## src/rtl/dbf_pkg.sv

```systemverilog
package dbf_pkg;

  // Action taken by the stability counter on one sample.
  typedef enum logic [1:0] {
    ACT_PARK  = 2'd0,  // filter disabled: clear count, force output low
    ACT_MATCH = 2'd1,  // sample equals output: restart the run
    ACT_COUNT = 2'd2,  // sample differs, run still short: extend it
    ACT_FLIP  = 2'd3   // sample differs and run is long enough: take it
  } dbf_act_e;

  // Width needed to hold a count from 0 up to and including max_len.
  function automatic int unsigned cnt_width(input int unsigned max_len);
    return $clog2(max_len + 1);
  endfunction

endpackage

```

## src/rtl/dbf_sync.sv

```systemverilog
module dbf_sync #(
  parameter int unsigned STAGES = 2
) (
  input  logic clk,
  input  logic rst_n,
  input  logic d_async,
  output logic q_sync
);

  logic [STAGES-1:0] chain_q;
  logic [STAGES-1:0] chain_d;

  // Each stage takes the one before it; stage 0 takes the raw level.
  always_comb begin
    chain_d[0] = d_async;
  end

  generate
    for (genvar g = 1; g < STAGES; g++) begin : g_link
      always_comb begin
        chain_d[g] = chain_q[g-1];
      end
    end
  endgenerate

  always_ff @(posedge clk or negedge rst_n) begin
    if (!rst_n) begin
      chain_q <= '0;
    end else begin
      chain_q <= chain_d;
    end
  end

  assign q_sync = chain_q[STAGES-1];

endmodule

```

## src/rtl/dbf_len_decode.sv

```systemverilog
module dbf_len_decode #(
  parameter int unsigned CODE_W   = 3,
  parameter int unsigned LONG_LEN = 16,
  parameter int unsigned CNT_W    = 5
) (
  input  logic [CODE_W-1:0] len_code,
  output logic [CNT_W-1:0]  run_len
);

  localparam int unsigned TOP_CODE = (1 << CODE_W) - 1;

  // The top code selects the long window; all other codes are code + 1.
  always_comb begin
    if (len_code == CODE_W'(TOP_CODE)) begin
      run_len = CNT_W'(LONG_LEN);
    end else begin
      run_len = CNT_W'(len_code) + CNT_W'(1);
    end
  end

endmodule

```

## src/rtl/dbf_stab_counter.sv

```systemverilog
module dbf_stab_counter
  import dbf_pkg::*;
#(
  parameter int unsigned MAX_LEN = 16,
  parameter int unsigned CNT_W   = 5
) (
  input  logic             clk,
  input  logic             rst_n,
  input  logic             en,
  input  logic             smp,
  input  logic [CNT_W-1:0] run_len,
  output logic             lvl
);

  logic [CNT_W-1:0] cnt_q, cnt_d;
  logic             lvl_q, lvl_d;
  logic [CNT_W-1:0] cnt_inc;
  dbf_act_e         act;

  assign cnt_inc = cnt_q + CNT_W'(1);

  // Decide what this sample does.
  always_comb begin
    if (!en) begin
      act = ACT_PARK;
    end else if (smp == lvl_q) begin
      act = ACT_MATCH;
    end else if (cnt_inc >= run_len) begin
      act = ACT_FLIP;
    end else begin
      act = ACT_COUNT;
    end
  end

  // Next state from the chosen action.
  always_comb begin
    cnt_d = cnt_q;
    lvl_d = lvl_q;
    unique case (act)
      ACT_PARK: begin
        cnt_d = '0;
        lvl_d = 1'b0;
      end
      ACT_MATCH: begin
        cnt_d = '0;
      end
      ACT_COUNT: begin
        cnt_d = cnt_inc;
      end
      ACT_FLIP: begin
        cnt_d = '0;
        lvl_d = smp;
      end
      default: begin
        cnt_d = '0;
        lvl_d = 1'b0;
      end
    endcase
  end

  always_ff @(posedge clk or negedge rst_n) begin
    if (!rst_n) begin
      cnt_q <= '0;
      lvl_q <= 1'b0;
    end else begin
      cnt_q <= cnt_d;
      lvl_q <= lvl_d;
    end
  end

  assign lvl = lvl_q;

  // A parked filter shows a low output and an empty count one edge later.
  AST_OFF_FORCES_LOW: assert property (@(posedge clk) disable iff (!rst_n)
    !en |=> (lvl_q == 1'b0) && (cnt_q == '0));

  // The run never reaches the longest window without having flipped.
  AST_CNT_BELOW_LONG: assert property (@(posedge clk) disable iff (!rst_n)
    cnt_q < CNT_W'(MAX_LEN));

  // A sample equal to the output throws the run away.
  AST_MATCH_CLEARS: assert property (@(posedge clk) disable iff (!rst_n)
    (en && (smp == lvl_q)) |=> (cnt_q == '0));

  // A run shorter than the length leaves the output alone.
  AST_SHORT_RUN_HOLDS: assert property (@(posedge clk) disable iff (!rst_n)
    (en && (smp != lvl_q) && (cnt_inc < run_len)) |=> $stable(lvl_q));

  // Once the run covers the present length, the output follows at once.
  AST_FULL_RUN_FLIPS: assert property (@(posedge clk) disable iff (!rst_n)
    (en && (smp != lvl_q) && (cnt_inc >= run_len)) |=> (lvl_q == $past(smp)));

endmodule

```

## src/rtl/lvl_debounce.sv

```systemverilog
module lvl_debounce
  import dbf_pkg::*;
#(
  parameter int unsigned SYNC_STAGES = 2,
  parameter int unsigned CODE_W      = 3,
  parameter int unsigned LONG_LEN    = 16
) (
  input  logic              clk,
  input  logic              rst_n,
  input  logic              en,
  input  logic              raw_in,
  input  logic [CODE_W-1:0] len_code,
  output logic              clean_out
);

  localparam int unsigned CNT_W = cnt_width(LONG_LEN);

  logic             smp;
  logic [CNT_W-1:0] run_len;

  dbf_sync #(
    .STAGES (SYNC_STAGES)
  ) u_sync (
    .clk     (clk),
    .rst_n   (rst_n),
    .d_async (raw_in),
    .q_sync  (smp)
  );

  dbf_len_decode #(
    .CODE_W   (CODE_W),
    .LONG_LEN (LONG_LEN),
    .CNT_W    (CNT_W)
  ) u_len (
    .len_code (len_code),
    .run_len  (run_len)
  );

  dbf_stab_counter #(
    .MAX_LEN (LONG_LEN),
    .CNT_W   (CNT_W)
  ) u_cnt (
    .clk     (clk),
    .rst_n   (rst_n),
    .en      (en),
    .smp     (smp),
    .run_len (run_len),
    .lvl     (clean_out)
  );

  // The decoded length always lies between one sample and the long window.
  always_comb begin
    AST_LEN_IN_RANGE: assert ((run_len >= CNT_W'(1)) && (run_len <= CNT_W'(LONG_LEN)));
  end

endmodule

```

## config.mk

```make
export PLATFORM = sky130hd
export DESIGN_NAME = lvl_debounce
export DESIGN_NICKNAME = d
export VERILOG_FILES = /design/src/rtl/dbf_pkg.sv /design/src/rtl/dbf_sync.sv /design/src/rtl/dbf_len_decode.sv /design/src/rtl/dbf_stab_counter.sv /design/src/rtl/lvl_debounce.sv
export SDC_FILE = /design/constraint.sdc
export NUM_CORES = 1
export LEC_CHECK = 0
export ABC_AREA = 1
export ABC_CLOCK_PERIOD_IN_PS = 2300
export CAP_MARGIN = 20
export CELL_PAD_IN_SITES_DETAIL_PLACEMENT = 1
export CELL_PAD_IN_SITES_GLOBAL_PLACEMENT = 2
export CORE_MARGIN = 2
export CORE_UTILIZATION = 26
export DETAILED_ROUTE_END_ITERATION = 12
export PLACE_DENSITY = 0.7
export SETUP_SLACK_MARGIN = 0.4
export SLEW_MARGIN = 20
export SYNTH_ARGS = -nofsm -noshare
export SYNTH_HDL_FRONTEND = slang
export SYNTH_SLANG_ARGS = --single-unit
```

## constraint.sdc

```tcl
create_clock -name clk -period 2.3 [get_ports clk]
set_clock_uncertainty 0.15 [all_clocks]
set_input_delay 0.46 -clock clk [delete_from_list [all_inputs] [get_ports clk]]
set_output_delay 0.46 -clock clk [all_outputs]
set_load 0.02 [all_outputs]
```

* After elaboration in Yosys (flattened, before gate mapping)
Cells that the tools add are included.
Operators by class: equal/unequal tests 5, reduce and logical (&&, ||, !) cells 3, add/sub/neg operators 2, muxes and demuxes 6, order comparisons 1
Operator list (number):
- 5-bit one-hot mux with 2 select lines | 1
- 5-bit by 1-bit adder with 5-bit output, second input constant | 1
- 5-bit >= comparator | 1
- 5-bit two-way mux | 1
- 3-bit by 1-bit adder with 4-bit output, second input constant | 1
- 2-bit == test, second input constant | 2
- 2-bit two-way mux | 2
- 3-bit == test, second input constant | 1
- 3-bit OR reduction | 1
- 2-bit by 1-bit == test with 1-bit output, second input constant | 1
- 2-bit logical NOT | 1
- 1-bit one-hot mux with 2 select lines | 1
- 2-bit nonzero test | 1
- 1-bit == test | 1
- 1-bit two-way mux | 1
Word-level totals: input bits 7, flip-flop bits (word level) 8, output and inout port bits 1

* Logic depth before layout (Yosys ltp)
depth after elaboration 9, gate-level depth with buffers 16, mapped depth without buffers 16

* Hierarchy
Synthesis repeated with hierarchy kept, for this count alone.
Unflattened totals: cells, all modules 71, area, all modules 544.3 um^2
Modules (own cells, without submodules):
- dbf_stab_counter | sequential area each 150.1 um^2, instances 1, area each 447.9 um^2, cells each 62
- dbf_sync | sequential area each 50.0 um^2, instances 1, area each 50.0 um^2, cells each 2
- dbf_len_decode | sequential area each 0.0 um^2, instances 1, area each 46.3 um^2, cells each 7

* Worst setup path after synthesis
Ideal clock, no wire load.
kind input port to flip-flop, start point input port len_code[0], end point register u_cnt.lvl_q (netlist: u_cnt.lvl), cell stages on the path 14, buffers on the path 0, slack 0.046 ns, required time 2.024 ns, arrival 1.978 ns, setup time 0.126 ns, cells stage by stage ha_1 -> ha_1 -> inv_1 -> nand4_1 -> ha_1 -> nand2_1 -> nor2_1 -> nand2_1 -> nand3_1 -> nand2_1 -> inv_1 -> ha_1 -> nand2_1 -> o21ai_0
Between the ends: word-level cells in the longest chain between the ends 8, elaborated cells on any way between the ends 11, classes of those cells add/sub (1); order compare (1); eq/ne (2); mux (5); reduce/logical (2)
RTL lines:
- from (decl) | line lvl_debounce.sv:12 | input logic [CODE_W-1:0] len_code,
- 3-bit by 1-bit adder with 4-bit output or 3-bit == test (tied branches) | line dbf_len_decode.sv:17, dbf_len_decode.sv:14
- 5-bit two-way mux (*) | line dbf_len_decode.sv:14 | if (len_code == CODE_W'(TOP_CODE)) begin
- 5-bit >= comparator (*) | line dbf_stab_counter.sv:28 | end else if (cnt_inc >= run_len) begin
- 1-bit two-way mux (*) | line dbf_stab_counter.sv:28
- 2-bit two-way mux (*) | line dbf_stab_counter.sv:26 | end else if (smp == lvl_q) begin
- 2-bit two-way mux (*) | line dbf_stab_counter.sv:24 | if (!en) begin
- 2-bit == test or 2-bit logical NOT (tied branches) | line dbf_stab_counter.sv:39 | unique case (act)
- 1-bit one-hot mux with 2 select lines or 2-bit nonzero test (tied branches)
- to (signal assigned) | line dbf_stab_counter.sv:67 | lvl_q <= lvl_d;
- to (decl) | line dbf_stab_counter.sv:16 | logic lvl_q, lvl_d;
Mark *: on every way between the ends. The rest lies on a longest branch, timed or not. A chain may end at the register's enable or synchronous reset.

* Worst setup path after layout
start point register u_cnt.cnt_q[1], end point register u_cnt.lvl_q (netlist: u_cnt.lvl)
Between the ends: word-level cells in the longest chain between the ends 7, elaborated cells on any way between the ends 9, classes of those cells add/sub (1); order compare (1); eq/ne (1); mux (4); reduce/logical (2)
RTL lines:
- from (decl) | line dbf_stab_counter.sv:15 | logic [CNT_W-1:0] cnt_q, cnt_d;
- from (signal assigned) | line dbf_stab_counter.sv:66 | cnt_q <= cnt_d;
- 5-bit by 1-bit adder with 5-bit output (*) | line dbf_stab_counter.sv:20 | assign cnt_inc = cnt_q + CNT_W'(1);
- 5-bit >= comparator (*) | line dbf_stab_counter.sv:28
- 1-bit two-way mux (*) | line dbf_stab_counter.sv:28
- 2-bit two-way mux (*) | line dbf_stab_counter.sv:26
- 2-bit two-way mux (*) | line dbf_stab_counter.sv:24
- 2-bit == test or 2-bit logical NOT (tied branches) | line dbf_stab_counter.sv:39
- 1-bit one-hot mux with 2 select lines or 2-bit nonzero test (tied branches)
Marked as above.

==> key figures <==
Layout
  • Ant diodes: 0
  • Fin area: 788 um2
  • Final net count: 100
  • P&R area growth vs syn: 46.5%
  • Fin util: 40.2%
  • Layout Cells excl Fill: 108
  • Share of layout cells above drive strength 1: 37.0%

Synth
  • Syn. warnings: 0
  • Largest cells by area after synthesis: dfrtp_1 37%, ha_1 23%, nand2_1 15%
  • Most frequent cell after synthesis: nand2_1
  • Post-Syn Instances: 68
  • Fraction of registers with async set or reset after synthesis: 100%
  • Synth Flop Type: dfrtp_1
  • Post-synth top area share: 37.2%
  • Most instantiated cells after synthesis: 21 x nand2_1, 13 x inv_1, 10 x ha_1
  • Unique cell type count in the Yosys netlist: 14
  • Post-synth EDFFs: 0
  • Syn Area/Cell: 7.91 um2
  • Syn nets: 85
  • Syn Std Cell Area: 538 um2
  • Cell taking the most area after synthesis: dfrtp_1
  • Post-synthesis sequential area ratio: 37.2%
  • Seq cells post-synth: 8

Detailed routing
  • Per-cell routed wire length: 10.4 um
  • 1st-iter DRT viols: 0
  • DRT antenna net count: 0
  • Vias after detailed routing: 462
  • Via density: 4.28
  • Drt pass-1 iters: 1
  • Post-Route WL: 1.12 mm
  • Detailed-route DRC error count: 0

Clocking
  • Clk buf depth: 2
  • Number of buffers created by CTS: 3
  • Worst skew pair latency: 0.25 ns
  • CTS Hold Buffers Added: 0
  • CTS Root Cell: clkbuf_4
  • H-tree levels: 1
  • CTS sink cnt: 8
  • Clock transition at path regs: 0.05 ns
  • CTS tree: built

Critical path
  • Crit path launch type: flop
  • Crit. End Element: flop
  • Crit Path Max Fanout: 4
  • WP data arrival: 2.15 ns
  • CP max stage cell: dfrtp_1
  • Worst Path Class, Setup: reg2reg
  • CP delay by family, top: simple AND/OR/NAND/NOR gates
  • Worst path max stage delay: 0.39 ns
  • CP bufs+invs: 2
  • Top cell by count, worst path: nand2_2
  • Cell chain of the critical path: ha_2 > nand2_2 > inv_2 > nand3b_1 > nand2_4 > ha_4 > nand2_2 > nor2_1 > nand2_1 > nand3_2 > nand2_2 > inv_2 > ha_4 > nand2_2 > o21ai_2
  • Required @ worst endpoint: 2.29 ns

Flow run
  • Number of max-cap violations: 0

Min path
  • Type of the most critical hold path: reg2reg

Floorplan
  • I/O pin total: 8
  • Die footprint: 0.00245 mm2
  • Row count: 16
  • DIE HEIGHT: 49.5 um
  • Initial Utilization: 27.4%
  • Chip width: 49.5 um
  • Core box area: 0.00196 mm2

Pwr
  • Maximum vdd drop: 0.315 mV
  • Power Dens Cells: 423 mW/mm2
  • Leakage power: 0.399 nW

Timing
  • Slew HR: 75.1%
  • Fin. Hold Viols: 0
  • Setup TNS: 0 ns
  • Crit share post-route: 94.0%
  • RSZ-0062 raised after global routing: true
  • Max-slew violations: 0
  • Post-route minimum period: 2.16 ns
  • Final Worst Setup Slack: 0.139 ns
  • Worst-margin pin slew: 0.373 ns
  • Final setup violation count: 0
  • Fmax: 463 MHz

GRT
  • Vias in the first global route: 477
  • Largest net degree at the start of global routing: 9
  • GRT Overall Usage: 11.1%
  • Gr ovfl total: 0
  • Initial antenna violation count: 0
  • First-pass GRT wire length: 2.07 mm

Placement
  • Placed cell count: 104
  • Cell Area, Placed: 697 um2
  • DP Wirelength: 950 um
  • Input/output buffers: 7
  • DP Worst Slack: -0.506 ns
  • Final GP Congestion: 0.725

Run status
  • Status: complete, no violations
## layer usage
layer  global-route usage [%]  wire, um  up-vias
met1                     14.8       555      216
met4                     6.94        23        0
li1                         -         -      237
met2                     16.9       512        7
met5                        0         0        -
met3                     1.21        28        2
## worst paths after layout
check                                            start                     endpoint  slack, ns  depth (start not counted)
min reg2reg                u_sync.chain_q[0]$_DFF_PN0_  u_sync.chain_q[1]$_DFF_PN0_       0.20                          0
max in group asynchronous                        rst_n     u_cnt.cnt_q[1]$_DFF_PN0_       1.39                          1
max reg2reg                   u_cnt.cnt_q[1]$_DFF_PN0_        u_cnt.lvl$_DFFE_PN0P_       0.14                         15
min                        u_sync.chain_q[0]$_DFF_PN0_  u_sync.chain_q[1]$_DFF_PN0_       0.20                          0
max                           u_cnt.cnt_q[1]$_DFF_PN0_        u_cnt.lvl$_DFFE_PN0P_       0.14                         15
min in group asynchronous                        rst_n     u_cnt.cnt_q[3]$_DFF_PN0_       0.34                          1
## worst register-to-register path: cells and delay by family (launching register included)
family / cells / cell delay [ns]
adders and majority gates: 3 / 0.66
AOI/OAI and AO/OA: 1 / 0.04
DFF: 1 / 0.39
buffers and inverters: 2 / 0.10
and+or+nand+nor: 9 / 0.70
## flip-flops by register name (all words and copies together), names as in the netlist
signal	count
u_sync.chain_q	2
u_cnt.cnt_q	5
u_cnt.lvl	1
## final cells by class
| cell class | count | area (um2) |
|---|---|---|
| fillers | 260 | 1170 |
| multi-input cells | 47 | 390 |
| flip-flops and latches | 8 | 200 |
| repair buffers | 10 | 90.1 |
| inverters | 13 | 51.3 |
| well taps | 27 | 33.8 |
| clock buffers | 3 | 22.5 |
## per-stage QoR
stage | total power (W) | hold slack [ns]
floorplan | 0.000191 | 0.0144
global placement | 0.000220 | 0.182
finish | 0.000333 | 0.200
CTS | 0.000339 | 0.206
detailed placement | 0.000222 | 0.195
global route | 0.000363 | 0.228
## what timing repair did
action                     CTS  global route
setup buffers                1             0
hold endpoints to repair     0             0
resized for setup           18             7
pin swaps                    9             5
setup endpoints to repair    6             7
## logic make-up (layout without fill, tap and decap cells)
logic type	after synthesis	in the layout	synth area share [%]
simple gates	34	34	27.0
buf+inv	13	26	9.07
fa+ha+maj	10	10	23.3
xor+xnor	1	1	1.63
flops	8	8	37.2
compound gates	2	2	1.86
## layout by cell type, fill, tap and decap left out, types with 3 or more instances in the layout
cell | synthesis | layout
inv_2 | 0 | 4
nor2_1 | 7 | 7
dfrtp_1 | 8 | 8
clkdlybuf4s50_1 | 0 | 3
inv_1 | 13 | 8
buf_4 | 0 | 3
nand2_1 | 21 | 15
ha_1 | 10 | 3
ha_4 | 0 | 5
clkbuf_4 | 0 | 3
nand2_2 | 0 | 5
## report_power, final
| group | switching (W) | internal (W) | total [W] | leakage [nW] |
|---|---|---|---|---|
| Sequential | 0.00000328 | 0.000146 | 0.000149 | 0.106 |
| Clock | 0.0000455 | 0.0000596 | 0.000105 | 0.0138 |
| Combinational | 0.0000417 | 0.0000378 | 0.0000795 | 0.279 |
No activity file was read; power rests on OpenSTA's default activity.
